### src/rtl/disp_irq_pkg.sv
package disp_irq_pkg;
  localparam int unsigned NUM_STAT = 5;
  localparam int unsigned NUM_MASK = 4;

  localparam int unsigned ST_SOF   = 0;
  localparam int unsigned ST_EOF   = 1;
  localparam int unsigned ST_UNDLO = 2;
  localparam int unsigned ST_UNDHI = 3;
  localparam int unsigned ST_DDONE = 4;

  localparam int unsigned MK_SOF   = 0;
  localparam int unsigned MK_EOF   = 1;
  localparam int unsigned MK_UND   = 2;
  localparam int unsigned MK_DDONE = 3;

  typedef enum logic {
    OFS_STATUS = 1'b0,
    OFS_MASK   = 1'b1
  } reg_ofs_e;

  // Spread the mask bits so that each status bit has its own gate;
  // the single underrun mask covers both FIFO underrun bits.
  function automatic logic [NUM_STAT-1:0] spread_mask(input logic [NUM_MASK-1:0] m);
    logic [NUM_STAT-1:0] s;
    s[ST_SOF]   = m[MK_SOF];
    s[ST_EOF]   = m[MK_EOF];
    s[ST_UNDLO] = m[MK_UND];
    s[ST_UNDHI] = m[MK_UND];
    s[ST_DDONE] = m[MK_DDONE];
    return s;
  endfunction

  function automatic logic any_unmasked(input logic [NUM_STAT-1:0] st,
                                        input logic [NUM_MASK-1:0] m);
    return |(st & ~spread_mask(m));
  endfunction
endpackage

### src/rtl/disp_irq_shutdown.sv
module disp_irq_shutdown (
  input  logic clk,
  input  logic rst_n,
  input  logic ctl_enable,
  input  logic ctl_disable,
  input  logic ev_frame_done,
  output logic pending_o,
  output logic dd_set_o
);
  logic pend_q;

  // Only a request registered in an earlier cycle can complete.
  assign dd_set_o  = ctl_enable && pend_q && ev_frame_done;
  assign pending_o = pend_q;

  always_ff @(posedge clk) begin
    if (!rst_n)               pend_q <= 1'b0;
    else if (!ctl_enable)     pend_q <= 1'b0;
    else if (dd_set_o)        pend_q <= 1'b0;
    else if (ctl_disable)     pend_q <= 1'b1;
  end
endmodule

### src/rtl/disp_irq_sticky.sv
module disp_irq_sticky #(
  parameter int unsigned WIDTH = 5
) (
  input  logic             clk,
  input  logic             rst_n,
  input  logic [WIDTH-1:0] set_i,
  input  logic [WIDTH-1:0] clr_i,
  output logic [WIDTH-1:0] stat_o
);
  for (genvar b = 0; b < WIDTH; b++) begin : g_bit
    logic bit_q;
    always_ff @(posedge clk) begin
      if (!rst_n)        bit_q <= 1'b0;
      else if (set_i[b]) bit_q <= 1'b1;
      else if (clr_i[b]) bit_q <= 1'b0;
    end
    assign stat_o[b] = bit_q;
  end
endmodule

### src/rtl/disp_irq_combine.sv
module disp_irq_combine
  import disp_irq_pkg::*;
(
  input  logic                clk,
  input  logic                rst_n,
  input  logic [NUM_STAT-1:0] stat_i,
  input  logic [NUM_MASK-1:0] mask_i,
  output logic                irq_o
);
  logic irq_q;
  always_ff @(posedge clk) begin
    if (!rst_n) irq_q <= 1'b0;
    else        irq_q <= any_unmasked(stat_i, mask_i);
  end
  assign irq_o = irq_q;
endmodule

### src/rtl/disp_irq_status.sv
module disp_irq_status
  import disp_irq_pkg::*;
#(
  parameter int unsigned DATA_W = 8
) (
  input  logic              clk,
  input  logic              rst_n,
  input  logic              ev_frame_start,
  input  logic              ev_count_zero,
  input  logic              ev_under_lo,
  input  logic              ev_under_hi,
  input  logic              ev_frame_done,
  input  logic              ctl_enable,
  input  logic              ctl_disable,
  input  logic              reg_addr,
  input  logic              reg_wr,
  input  logic [DATA_W-1:0] reg_wdata,
  output logic [DATA_W-1:0] reg_rdata,
  output logic              irq_o
);
  localparam int unsigned PAD_ST = DATA_W - NUM_STAT;
  localparam int unsigned PAD_MK = DATA_W - NUM_MASK;

  logic                dd_set;
  logic                dd_pending;
  logic [NUM_STAT-1:0] stat_set;
  logic [NUM_STAT-1:0] stat_clr;
  logic [NUM_STAT-1:0] stat_q;
  logic [NUM_MASK-1:0] mask_q;
  logic                wr_status;
  logic                wr_mask;

  assign wr_status = reg_wr && (reg_addr == OFS_STATUS);
  assign wr_mask   = reg_wr && (reg_addr == OFS_MASK);

  disp_irq_shutdown u_shut (
    .clk           (clk),
    .rst_n         (rst_n),
    .ctl_enable    (ctl_enable),
    .ctl_disable   (ctl_disable),
    .ev_frame_done (ev_frame_done),
    .pending_o     (dd_pending),
    .dd_set_o      (dd_set)
  );

  always_comb begin
    stat_set           = '0;
    stat_set[ST_SOF]   = ev_frame_start;
    stat_set[ST_EOF]   = ev_count_zero;
    stat_set[ST_UNDLO] = ev_under_lo;
    stat_set[ST_UNDHI] = ev_under_hi;
    stat_set[ST_DDONE] = dd_set;
  end

  assign stat_clr = wr_status ? reg_wdata[NUM_STAT-1:0] : '0;

  disp_irq_sticky #(.WIDTH(NUM_STAT)) u_stat (
    .clk    (clk),
    .rst_n  (rst_n),
    .set_i  (stat_set),
    .clr_i  (stat_clr),
    .stat_o (stat_q)
  );

  always_ff @(posedge clk) begin
    if (!rst_n)       mask_q <= '1;
    else if (wr_mask) mask_q <= reg_wdata[NUM_MASK-1:0];
  end

  disp_irq_combine u_comb (
    .clk    (clk),
    .rst_n  (rst_n),
    .stat_i (stat_q),
    .mask_i (mask_q),
    .irq_o  (irq_o)
  );

  assign reg_rdata = (reg_addr == OFS_MASK) ? {{PAD_MK{1'b0}}, mask_q}
                                            : {{PAD_ST{1'b0}}, stat_q};
endmodule

### config.mk
export PLATFORM = sky130hd
export DESIGN_NAME = disp_irq_status
export DESIGN_NICKNAME = d
export VERILOG_FILES = /design/src/rtl/disp_irq_pkg.sv /design/src/rtl/disp_irq_shutdown.sv /design/src/rtl/disp_irq_sticky.sv /design/src/rtl/disp_irq_combine.sv /design/src/rtl/disp_irq_status.sv
export SDC_FILE = /design/constraint.sdc
export NUM_CORES = 1
export LEC_CHECK = 0
export ABC_AREA = 1
export BUFFER_PORTS_ARGS = -buffer_cell sky130_fd_sc_hd__buf_2
export CAP_MARGIN = 0
export CORE_AREA = 2 2 43 45
export CTS_CLUSTER_SIZE = 12
export DETAILED_ROUTE_END_ITERATION = 7
export DIE_AREA = 0 0 45 47
export PLACE_DENSITY_LB_ADDON = 0.12
export SLEW_MARGIN = 30
export SYNTH_ARGS = -nofsm -noshare
export SYNTH_HDL_FRONTEND = slang
export SYNTH_HIERARCHICAL = 1
export SYNTH_SLANG_ARGS = --single-unit
### constraint.sdc
create_clock -name clk -period 0.8 [get_ports clk]
set_input_delay 0.12 -clock clk [delete_from_list [all_inputs] [get_ports clk]]
set_output_delay 0.12 -clock clk [all_outputs]
set_load 0.02 [all_outputs]
Word level (Yosys, flattened, before mapping)
Index checks and enable logic that the tools add are counted.
- add/sub/neg operators: 0
- $mul: 0
- div/mod/pow operators: 0
- order comparisons: 0
- eq/ne operators: 0
- shift-type cells: 0
- muxes and demuxes: 12
- bitwise operators: 5
- reduce and logical (&&, ||, !) cells: 11
- operators with widths (kind ; count):
    $mux W1 ; 10
    $mux W5 ; 2
    $reduce_bool A2 Y1 ; 5
    $and A5 B5 Y5 ; 1
    $not A5 Y5 ; 1
    $reduce_or A5 Y1 ; 1
    $logic_and A1 B1 Y1 ; 4
    $not A1 Y1 ; 3
    $reduce_or A3 Y1 ; 1
- register bits: 11
- latch bits: 0
- bits in writable memories: 0
- memory bits (read-only): 0
- input bits: 19
- memories kept: 0

Logic depth before layout (Yosys ltp)
Gate-level depths: netlist (run 1).
- word-level depth: 5
- gate-level depth with buffers: 6

Cells and area by module
The synthesis (run 1) kept the hierarchy.
- modules (own cells, without submodules) (module ; instances ; cells an instance ; area each (um2) ; sequential area each (um2)):
    disp_irq_status ; 1 ; 48 ; 270.3 ; 80.1
    disp_irq_sticky ; 1 ; 31 ; 222.7 ; 100.1
    disp_irq_combine ; 1 ; 13 ; 66.3 ; 20.0
    disp_irq_shutdown ; 1 ; 7 ; 43.8 ; 20.0

Worst setup path before layout (run 1)
OpenSTA, ideal clock, no wires.
- path type: reg2out
- start: register u_stat.g_bit[4].bit_q
- end: output reg_rdata[4]
- arrival: 0.711 ns
- path slack: -0.031 ns
- stages on the path, launching flop included: 4
- path buffers: 1
- cell sequence: dfxtp_1 buf_4 inv_1 nor2_1
- word-level cells in the longest chain between the ends: 1
- ends and longest elaborated chain (item ; line ; text):
    start, declared ; disp_irq_sticky.sv:11 ; logic bit_q;
    start signal, assigned ; disp_irq_sticky.sv:13 ; if (!rst_n) bit_q <= 1'b0;
    start signal, assigned ; disp_irq_sticky.sv:14 ; else if (set_i[b]) bit_q <= 1'b1;
    start signal, assigned ; disp_irq_sticky.sv:15 ; else if (clr_i[b]) bit_q <= 1'b0;
    $mux W5 ; disp_irq_status.sv:78 ; assign reg_rdata = (reg_addr == OFS_MASK) ? {{PAD_MK{1'b0}}, mask_q}
    end, declared ; disp_irq_status.sv:18 ; output logic [DATA_W-1:0] reg_rdata,
No other way between the ends.

Worst setup path after layout (run 1)
- start: register mask_q[3]
- end: output reg_rdata[3]
- word-level cells in the longest chain between the ends: 1
- ends and longest elaborated chain (item ; line ; text):
    start, declared ; disp_irq_status.sv:29 ; logic [NUM_MASK-1:0] mask_q;
    start signal, assigned ; disp_irq_status.sv:67 ; else if (wr_mask) mask_q <= reg_wdata[NUM_MASK-1:0];
    $mux W5 ; disp_irq_status.sv:78 ;
No other way between the ends.

==> summary.txt, run 1 <==
Clock network
  • Cts bufs inserted: 3
  • H-tree Lvls: 1
  • CTS root buf: clkbuf_4
  • Worst-case clock buffer depth: 2
  • CTS tree: done
  • CTS Sinks: 11
  • Worst skew pair latency: 270 ps
  • Clock-pin slew on the worst setup and hold paths: 70 ps

Pwr
  • Switching Share: 28.8%
  • Power, Total: 0.00132 W
  • Leakage power: 0.500 nW
  • Psw: 0.000381 W
  • Part of the power in the clock network: 28.9%
  • Pwr/cell area: 1540 nW/um^2
  • Int Power: 0.000943 W
  • Sequential fraction of design power: 46.3%
  • Combinational group share of total power: 24.9%
  • VDD IR-drop max: 0.828 mV

Setup path
  • CP endpoint kind: output pin
  • Kind of critical path: reg2out
  • End of the worst register-to-register path: u_comb/irq_o
  • Critical path startpoint: mask_q[3]
  • Reg2reg start: mask_q[3]
  • Critical path startpoint category: flop
  • Arrival @ worst endpoint: 840 ps
  • CP max FO: 2
  • Worst-case reg-to-reg path depth: 6
  • Worst Path Required: 680 ps
  • R2R setup slack: -40 ps
  • Crit path to: reg_rdata[3]

Route
  • Overall routed net length: 1.38 mm
  • First drt pass iteration count: 4
  • Post-route ant nets: 0
  • Per-cell routed wire length: 9.50 um
  • 1st-iter DRT viols: 12
  • Via density: 4.33
  • Vias: 628
  • DR DRC count: 0

Place
  • Post-Place Cell Area: 694 sq um
  • RePlAce Congestion: 0.764
  • Worst slack, placed: -24.2 ps
  • I/O Buffers: 21
  • Detail Placement HPWL: 982 um

Finish
  • Area growth from synthesis to layout: 42.7%
  • Nets@finish: 148
  • Multi-input gate area: 264 sq um
  • Final Util: 52.1%
  • Diode count: 0
  • Fillers: 177
  • FF/Latch Area: 234 sq um
  • Share of post-route cells with drive strength above 1: 45.3%
  • Design Area, Final: 861 sq um

STA
  • Fin. Hold Viols: 0
  • FMAX: 1040 MHz
  • Final setup vio count: 7
  • Final worst slack: -164 ps
  • Final Critical Period: 964 ps
  • Tcrit/Tclk final: 120%
  • Final clock skew: 1.61 ps
  • RSZ-0062 raised after global routing: true
  • Final Max Tran Viols: 0

GRT
  • Initial antenna violation count: 0
  • Pin count of the biggest net entering global routing: 11
  • Vias in the first global route: 546
  • Total track usage: 14.9%
  • Global route overflow: 0
  • First-pass GRT wire length: 2.25 mm

Flow run
  • Max Cap Viol: 0

Logic synthesis
  • Yosys reg bits: 11
  • Synth unique cells: 9
  • Synth Instances: 99
  • Cell Area, Synth: 603 sq um
  • Seq/Total Area, Yosys: 36.5%
  • Synth warn: 6
  • Syn avg cell area: 6.09 sq um

Floorplan
  • Die Wd: 45 um
  • Die height: 47 um
  • IO Count: 28
  • Initial Utilization: 36.5%
  • Die area: 2120 sq um
  • FP Rows: 15
  • CORE AREA: 1650 sq um

Run status
  • Outcome: finished with violations
  • Violated checks: negative setup slack

Min path
  • Hold Crit Class: in2reg
  • Hold depth: 3
  • Hold wc startpoint: ctl_enable
[placed cells by master, fill, tap and decap left out, drive strengths merged]
master,netlist,layout
nor2,12,12
nand3,9,9
a21oi,5,5
o21ai,1,1
buf,9,32
clkbuf,0,4
nand2,28,28
dfxtp,11,11
inv,23,23
conb,1,3
[flip-flops by register name, summed over array words and instances, names as in the netlist]
register	cells
u_stat/g_bit.bit_q	5
mask_q	4
u_comb/irq_o	1
u_shut/pending_o	1
[metrics by stage]
stage	TNS, ps	hold WS [ps]	cells
2_1_floorplan	0	205	101
3_3_place_gp	-27.6	349	133
3_5_place_dp	-102	355	133
4_1_cts	-885	63.0	145
5_1_grt	-1220	72.4	145
6_report	-851	66.8	145
[Yosys cell counts (all sizes together)]
cell   instances  area, sq um
nand2         28          105
inv           23         86.3
nor2          12         45.0
dfxtp         11          220
buf            9         67.6
nand3          9         45.0
a21oi          5         25.0
conb           1         3.75
o21ai          1         5.00
[final cells by class]
type	count	area share, %
Multi-Input combinational cell	58	30.7
Sequential cell	11	27.2
Clock buffer	4	3.05
Inverter	23	10.0
Tap cell	17	2.47
Timing Repair Buffer	32	26.6
[kinds of logic (layout without fill, tap and decap cells)]
| group | Yosys count | in the layout | share of synthesized area, % |
|---|---|---|---|
| simple gates | 49 | 49 | 32.4 |
| flops | 11 | 11 | 36.5 |
| buf+inv | 32 | 59 | 25.5 |
| compound gates | 6 | 6 | 4.98 |
| other cells | 1 | 3 | 0.622 |
[power by group through the flow]
stage          clock [W]  sequential, W  combinational [W]
6_report        0.000382       0.000613           0.000329
5_1_grt         0.000436       0.000617           0.000366
4_1_cts         0.000397       0.000607           0.000315
3_5_place_dp           0       0.000620           0.000239
3_3_place_gp           0       0.000619           0.000236
2_1_floorplan          0       0.000614           0.000176
[worst min path at each step]
stage                            end  slack (ps)
2_1_floorplan              mask_q[0]         200
3_3_place_gp        u_shut/pending_o         350
4_1_cts        u_stat/g_bit[3].bit_q          60
5_1_grt             u_shut/pending_o          70
3_5_place_dp        u_shut/pending_o         350
6_report            u_shut/pending_o          70
[critical path, stage by stage, from the launching register on]
cell     delay [ps]
dfxtp_2         340
nand2_2          60
nand2_2          70
buf_6           110
[per-layer routing]
layer	wire, um	vias to the layer above	global-route usage, %
met3	86	2	6.15
li1	-	336	-
met5	0	-	0
met1	624	272	19.7
met4	8	0	4.12
met2	658	18	22.6
[repair_timing]
| action | in CTS | in global routing |
|---|---|---|
| hold buffers | 0 | 0 |
| pin swaps | 2 | 8 |
| setup buffers | 8 | 0 |
| endpoints found under the setup margin | 6 | 8 |
| resized for setup | 22 | 13 |
(Power assumes the default switching activity.)
==> run 2, diff against run 1 <==
- CORE_AREA: 2 2 43 45 -> 2 2 41 43
- DIE_AREA: 0 0 45 47 -> 0 0 43 45
- clock period: 0.8 -> 1 ns (I/O delays scaled with it)
==> run 2 against run 1 <==
Compared with the run above: the flow still finishes with violations (negative setup slack); clock skew increased by 5.4 ps; global-route usage grew 0.13 points; critical path depth unchanged.
==> summary.txt, run 2 (synthesized netlist as in run 1, its figures left out) <==
Floorplan
  • FP Rows: 14 (-1)
  • Initial Utilization: 41.0% (+4.5 points)
  • Die area: 1940 sq um (-8.5%)
  • CORE AREA: 1470 sq um (-11%)
  • Die height: 45 um (-4.3%)
  • IO Count: 28 (unchanged)
  • Die Wd: 43 um (-4.4%)

Finish
  • Design Area, Final: 838 sq um (-2.6%)
  • Biggest regs: u_stat/g_bit.bit_q: 5 flops, mask_q: 4 flops
  • Most common cell after layout, fill and taps aside: nand2_1
  • Diode count: 0 (unchanged)
  • Share of post-route cells with drive strength above 1: 38.5% (-6.9 points)
  • Nets@finish: 150 (+1.4%)
  • Max FFs per register: 5 (unchanged)
  • FF/Latch Area: 231 sq um (-1.1%)
  • Area growth from synthesis to layout: 39.0%
  • Multi-input gate area: 244 sq um (-7.6%)
  • Most frequent cells in the layout: nand2_1, inv_1, buf_2, buf_4, nor2_1
  • Biggest register: u_stat/g_bit.bit_q
  • Fillers: 149 (-16%)

Pwr
  • Power, Total: 0.00105 W (-21%)
  • Pwr/cell area: 1250 nW/um^2 (-18%)
  • Leakage power: 0.498 nW (-0.43%)
  • VDD IR-drop max: 0.643 mV (-22%)

GRT
  • Vias in the first global route: 580 (+6.2%)
  • Pin count of the biggest net entering global routing: 11 (unchanged)
  • Met3 Track Usage GR: 2.40% (-3.8 points)
  • GR Util met2: 26.7% (+4.1 points)
  • Met1 Usage GRT: 17.6% (-2.0 points)
  • Initial antenna violation count: 0 (unchanged)
  • Most Used Layer, Global Route: met2
  • Global route overflow: 0 (unchanged)
  • Total track usage: 15.1% (+0.13 points)
  • First-pass GRT wire length: 2.19 mm (-2.8%)

Clock network
  • Worst-case clock buffer depth: 2 (unchanged)
  • Worst skew pair latency: 270 ps (about the same)
  • Cts hold-fix bufs: 0 (unchanged)
  • CTS Sinks: 11 (unchanged)
  • Cts bufs inserted: 3 (unchanged)
  • Clock-pin slew on the worst setup and hold paths: 80 ps (about the same)
  • H-tree Lvls: 1 (unchanged)
  • CTS tree: done
  • CTS root buf: clkbuf_4

Min path
  • Hold depth: 3 (unchanged)
  • Hold Crit Class: in2reg

STA
  • Final Max Tran Viols: 0 (unchanged)
  • FMAX: 973 MHz
  • Worst hold slack: 94.8 ps (+28.0 ps)
  • Final clock skew: 7.03 ps (+5.42 ps)
  • Tcrit/Tclk final: 103%
  • Fin. Hold Viols: 0 (unchanged)
  • Final worst slack: -27.3 ps (+137 ps)
  • Fin Setup TNS: -30.1 ps (+821 ps)
  • Final setup vio count: 2 (-5)
  • Final Critical Period: 1030 ps
  • RSZ-0062 raised after global routing: true

Flow run
  • Max Cap Viol: 0 (unchanged)

Setup path
  • CP peak stage delay: 340 ps (about the same)
  • Kind of critical path: reg2out
  • Critical Path, Cell by Cell: inv_2 -> nor2_2 -> buf_6
  • Critical path startpoint category: flop
  • Critical-path top delay cell: dfxtp_2
  • Worst Path Required: 850 ps (+170 ps)
  • CP endpoint kind: output pin
  • CP max FO: 2 (unchanged)
  • Worst-case reg-to-reg path depth: 6 (unchanged)
  • Arrival @ worst endpoint: 880 ps (+40 ps)

Place
  • Detail Placement HPWL: 944 um (-3.9%)
  • I/O Buffers: 21 (unchanged)
  • Post-Place Cell Area: 698 sq um (+0.54%)
  • RePlAce Congestion: 0.746 (-2.3%)

Route
  • First drt pass iteration count: 3 (-1)
  • DR DRC count: 0 (unchanged)
  • 1st-iter DRT viols: 7 (-5)
  • Post-route ant nets: 0 (unchanged)
  • Via density: 4.34 (+0.26%)
  • Overall routed net length: 1.38 mm (-0.15%)
  • Per-cell routed wire length: 9.42 um (-0.83%)
  • Vias: 634 (+0.96%)

Run status
  • Violated checks: negative setup slack
  • Outcome: finished with violations
-- run 2: final timing paths --
| kind | to | slack, ps | startpoint |
|---|---|---|---|
| worst max-delay path | reg_rdata[4] | -30 | u_stat/g_bit[4].bit_q |
| worst min-delay path | u_stat/g_bit[0].bit_q | 90 | ev_frame_start |
| worst max register to register | u_comb/irq_o | 70 | u_stat/g_bit[0].bit_q |
| worst min register to register | mask_q[3] | 470 | mask_q[3] |
-- run 2: metal layers --
| metal | vias up | wire length [um] |
|---|---|---|
| met5 | - | 0 |
| met4 | 0 | 15 |
| met3 | 2 | 75 |
| met2 | 17 | 648 |
| met1 | 277 | 636 |
| li1 | 338 | - |
-- run 2: power breakdown --
| part | switching, W | internal (W) |
|---|---|---|
| Sequential | 0.0000156 | 0.000471 |
| Clock | 0.000157 | 0.000155 |
| Combinational | 0.000131 | 0.000122 |
| Total | 0.000304 | 0.000747 |
-- run 2: critical path: cells and delay by family, from the launching register on --
kind / cells / cell delay [ps]
flip-flops: 1 / 340
buffers and inverters: 2 / 150
AND/OR/NAND/NOR: 1 / 110
-- run 2: final cells by class --
type	instances	share of cell area, %
Inverter	23	10.3
Multi-Input combinational cell	58	29.1
Timing Repair Buffer	34	27.5
Tap cell	16	2.39
Sequential cell	11	27.6
Clock buffer	4	3.13
-- run 2: per-stage QoR --
| step | util [%] | instances | setup WS (ps) |
|---|---|---|---|
| final | 57.0 | 146 | -27.3 |
| after detailed placement | 47.4 | 133 | 74.5 |
| after global routing | 57.0 | 146 | -66.0 |
| after CTS | 52.9 | 141 | -12.3 |
| after floorplan | - | 101 | 139 |
| after global placement | 47.4 | 133 | 85.9 |
-- run 2: timing repair --
item / 4_1_cts / 5_1_grt
setup endpoints to repair: 5 / 5
buffers inserted: 4 / 5
gates resized for setup: 14 / 8
pin swaps: 0 / 6
==> run 3, diff against run 2 <==
- PLACE_DENSITY_LB_ADDON: 0.12 -> 0.1
==> run 3 against run 2 <==
Compared with the run above: the run still ends with negative setup slack left; clock skew down 5.8 ps; global-route usage fell by 0.24 points; first-iteration DRC count increased by 130%; largest cell class unchanged; final area shrank 3.1%; final cell count fell by 2.7%; register-to-register slack better by 100 ps; power fell by 1.5%; critical path depth stayed put; routed wire length down 8.2%.
==> summary.txt, run 3 (synthesized netlist as in run 1, its figures left out) <==
Setup path
  • Kind of critical path: reg2out
  • Critical path startpoint: u_stat/g_bit[4].bit_q
  • Worst-case reg-to-reg path depth: 5 (-1)
  • Critical path startpoint category: flop
  • CP peak stage delay: 340 ps (about the same)
  • CP max FO: 2 (unchanged)
  • CP endpoint kind: output pin
  • Critical-path top delay cell: dfxtp_2
  • Worst Path Required: 850 ps (about the same)
  • Critical Path, Cell by Cell: inv_2 -> nor2_4 -> buf_6
  • Reg2reg start: u_stat/g_bit[0].bit_q
  • Arrival @ worst endpoint: 860 ps (-20 ps)

GRT
  • Global route overflow: 0 (unchanged)
  • First-pass GRT wire length: 2.17 mm (-0.96%)
  • Total track usage: 14.8% (-0.24 points)
  • Vias in the first global route: 533 (-8.1%)
  • Initial antenna violation count: 0 (unchanged)
  • Pin count of the biggest net entering global routing: 11 (unchanged)

Clock network
  • CTS Sinks: 11 (unchanged)
  • Worst skew pair latency: 260 ps (about the same)
  • H-tree Lvls: 1 (unchanged)
  • Clock-pin slew on the worst setup and hold paths: 70 ps (about the same)
  • CTS root buf: clkbuf_4
  • Cts hold-fix bufs: 0 (unchanged)
  • Worst-case clock buffer depth: 2 (unchanged)
  • Cts bufs inserted: 3 (unchanged)
  • CTS tree: done

Finish
  • Biggest register: u_stat/g_bit.bit_q
  • Diode count: 0 (unchanged)
  • Share of post-route cells with drive strength above 1: 34.9% (-3.5 points)
  • Biggest regs: u_stat/g_bit.bit_q: 5 flops, mask_q: 4 flops
  • Design Area, Final: 812 sq um (-3.1%)
  • Max FFs per register: 5 (unchanged)
  • Most frequent cells in the layout: nand2_1, inv_1, buf_2, nor2_1
  • Multi-input gate area: 244 sq um (unchanged)
  • Area growth from synthesis to layout: 34.6%
  • Final Util: 55.2% (-1.8 points)
  • Cell Count, Final, Fillers Out: 142 (-2.7%)
  • Nets@finish: 146 (-2.7%)
  • Fillers: 170 (+14%)
  • Most common cell after layout, fill and taps aside: nand2_1
  • FF/Latch Area: 231 sq um (unchanged)

Run status
  • Outcome: finished with violations
  • Violated checks: negative setup slack

Flow run
  • Max Cap Viol: 0 (unchanged)

Place
  • Post-Place Cell Area: 676 sq um (-3.2%)
  • Post-Place Cells: 130 (-2.3%)
  • RePlAce Congestion: 0.719 (-3.6%)
  • I/O Buffers: 21 (unchanged)
  • Detail Placement HPWL: 931 um (-1.3%)

Floorplan
  • FP Rows: 14 (unchanged)
  • IO Count: 28 (unchanged)
  • Die height: 45 um (unchanged)
  • Die Wd: 43 um (unchanged)
  • CORE AREA: 1470 sq um (unchanged)
  • Initial Utilization: 41.0% (unchanged)
  • Die area: 1940 sq um (unchanged)

STA
  • RSZ-0062 raised after global routing: true
  • Final Critical Period: 1010 ps (-20.9 ps)
  • Final Max Tran Viols: 0 (unchanged)
  • Fin Setup TNS: -6.42 ps (+23.7 ps)
  • Fin. Hold Viols: 0 (unchanged)
  • Final worst slack: -6.42 ps (+20.9 ps)
  • Final setup vio count: 1 (-1)
  • Final clock skew: 1.21 ps (-5.82 ps)
  • Tcrit/Tclk final: 101% (-2.1 points)
  • FMAX: 994 MHz (+2.1%)

Route
  • Post-route ant nets: 0 (unchanged)
  • Vias: 612 (-3.5%)
  • Per-cell routed wire length: 8.89 um (-5.6%)
  • DR DRC count: 0 (unchanged)
  • First drt pass iteration count: 4 (+1)
  • Via density: 4.31 (-0.75%)
  • 1st-iter DRT viols: 16 (+9)
  • Overall routed net length: 1.26 mm (-8.2%)

Pwr
  • Combinational group share of total power: 23.3% (-0.8 points)
  • Sequential fraction of design power: 46.8% (+0.5 points)
  • Power, Total: 0.00103 W (-1.5%)
  • Pwr/cell area: 1270 nW/um^2 (+1.7%)
  • Psw: 0.000297 W (-2.3%)
  • Part of the power in the clock network: 29.8% (+0.2 points)
  • Leakage power: 0.480 nW (-3.6%)
  • Int Power: 0.000738 W (-1.2%)
  • VDD IR-drop max: 0.578 mV (-10%)
  • Switching Share: 28.7% (-0.23 points)

Min path
  • Hold wc startpoint: ev_under_hi
  • Hold Crit Class: in2reg
  • Hold depth: 3 (unchanged)
==> run 3: changes by cell type in the layout (fill, tap and decap cells not counted), sizes merged <==
cell | before | now
buf | 34 | 30
==> run 3: per-layer routing <==
metal  global-route usage (%)  share of wire [%]  up-vias
met2                     22.1                 47       20
met5                        0                  0        -
met4                     5.45                  0        0
li1                         -                  -      332
met3                     4.00                5.3        0
met1                     20.6                 48      260
==> run 3: area by class of cell <==
class                      count  share of cell area (%)
timing repair buffer          30                    25.1
sequential                    11                    28.5
tap                           16                    2.47
multi-input combinational     58                    30.0
inverter                      23                    10.6
clock buffer                   4                    3.24
==> run 3: power by group through the flow <==
| stage | clock network (W) | registers, W | logic, W |
|---|---|---|---|
| CTS | 0.000319 | 0.000484 | 0.000228 |
| detailed placement | 0 | 0.000496 | 0.000184 |
| global placement | 0 | 0.000495 | 0.000182 |
| finish | 0.000309 | 0.000485 | 0.000241 |
| global route | 0.000338 | 0.000488 | 0.000269 |
| floorplan | 0 | 0.000491 | 0.000140 |
==> run 3: critical path: cells and delay by family (launching register included) <==
kind	cells	cell delay, ps
buf+inv	2	160
simple gates	1	100
flops	1	340
==> run 3: stage by stage <==
step	hold slack, ps	setup slack [ps]
floorplan	235	139
global placement	385	37.8
detailed placement	394	37.9
CTS	99.9	-19.4
global route	115	-47.2
finish	108	-6.42
==> run 3: worst paths after layout <==
path | slack (ps) | endpoint
worst max-delay path | -6 | reg_rdata[4]
worst min-delay path | 110 | u_stat/g_bit[3].bit_q
worst min register to register | 470 | mask_q[0]
worst max register to register | 170 | u_comb/irq_o
==> run 3: timing repair <==
action	4_1_cts	5_1_grt
gates cloned	0	0
endpoints found under the setup margin	5	5
pin swaps	0	1
setup buffers	8	0
endpoints found under the hold margin	0	0
gates resized for setup	14	8
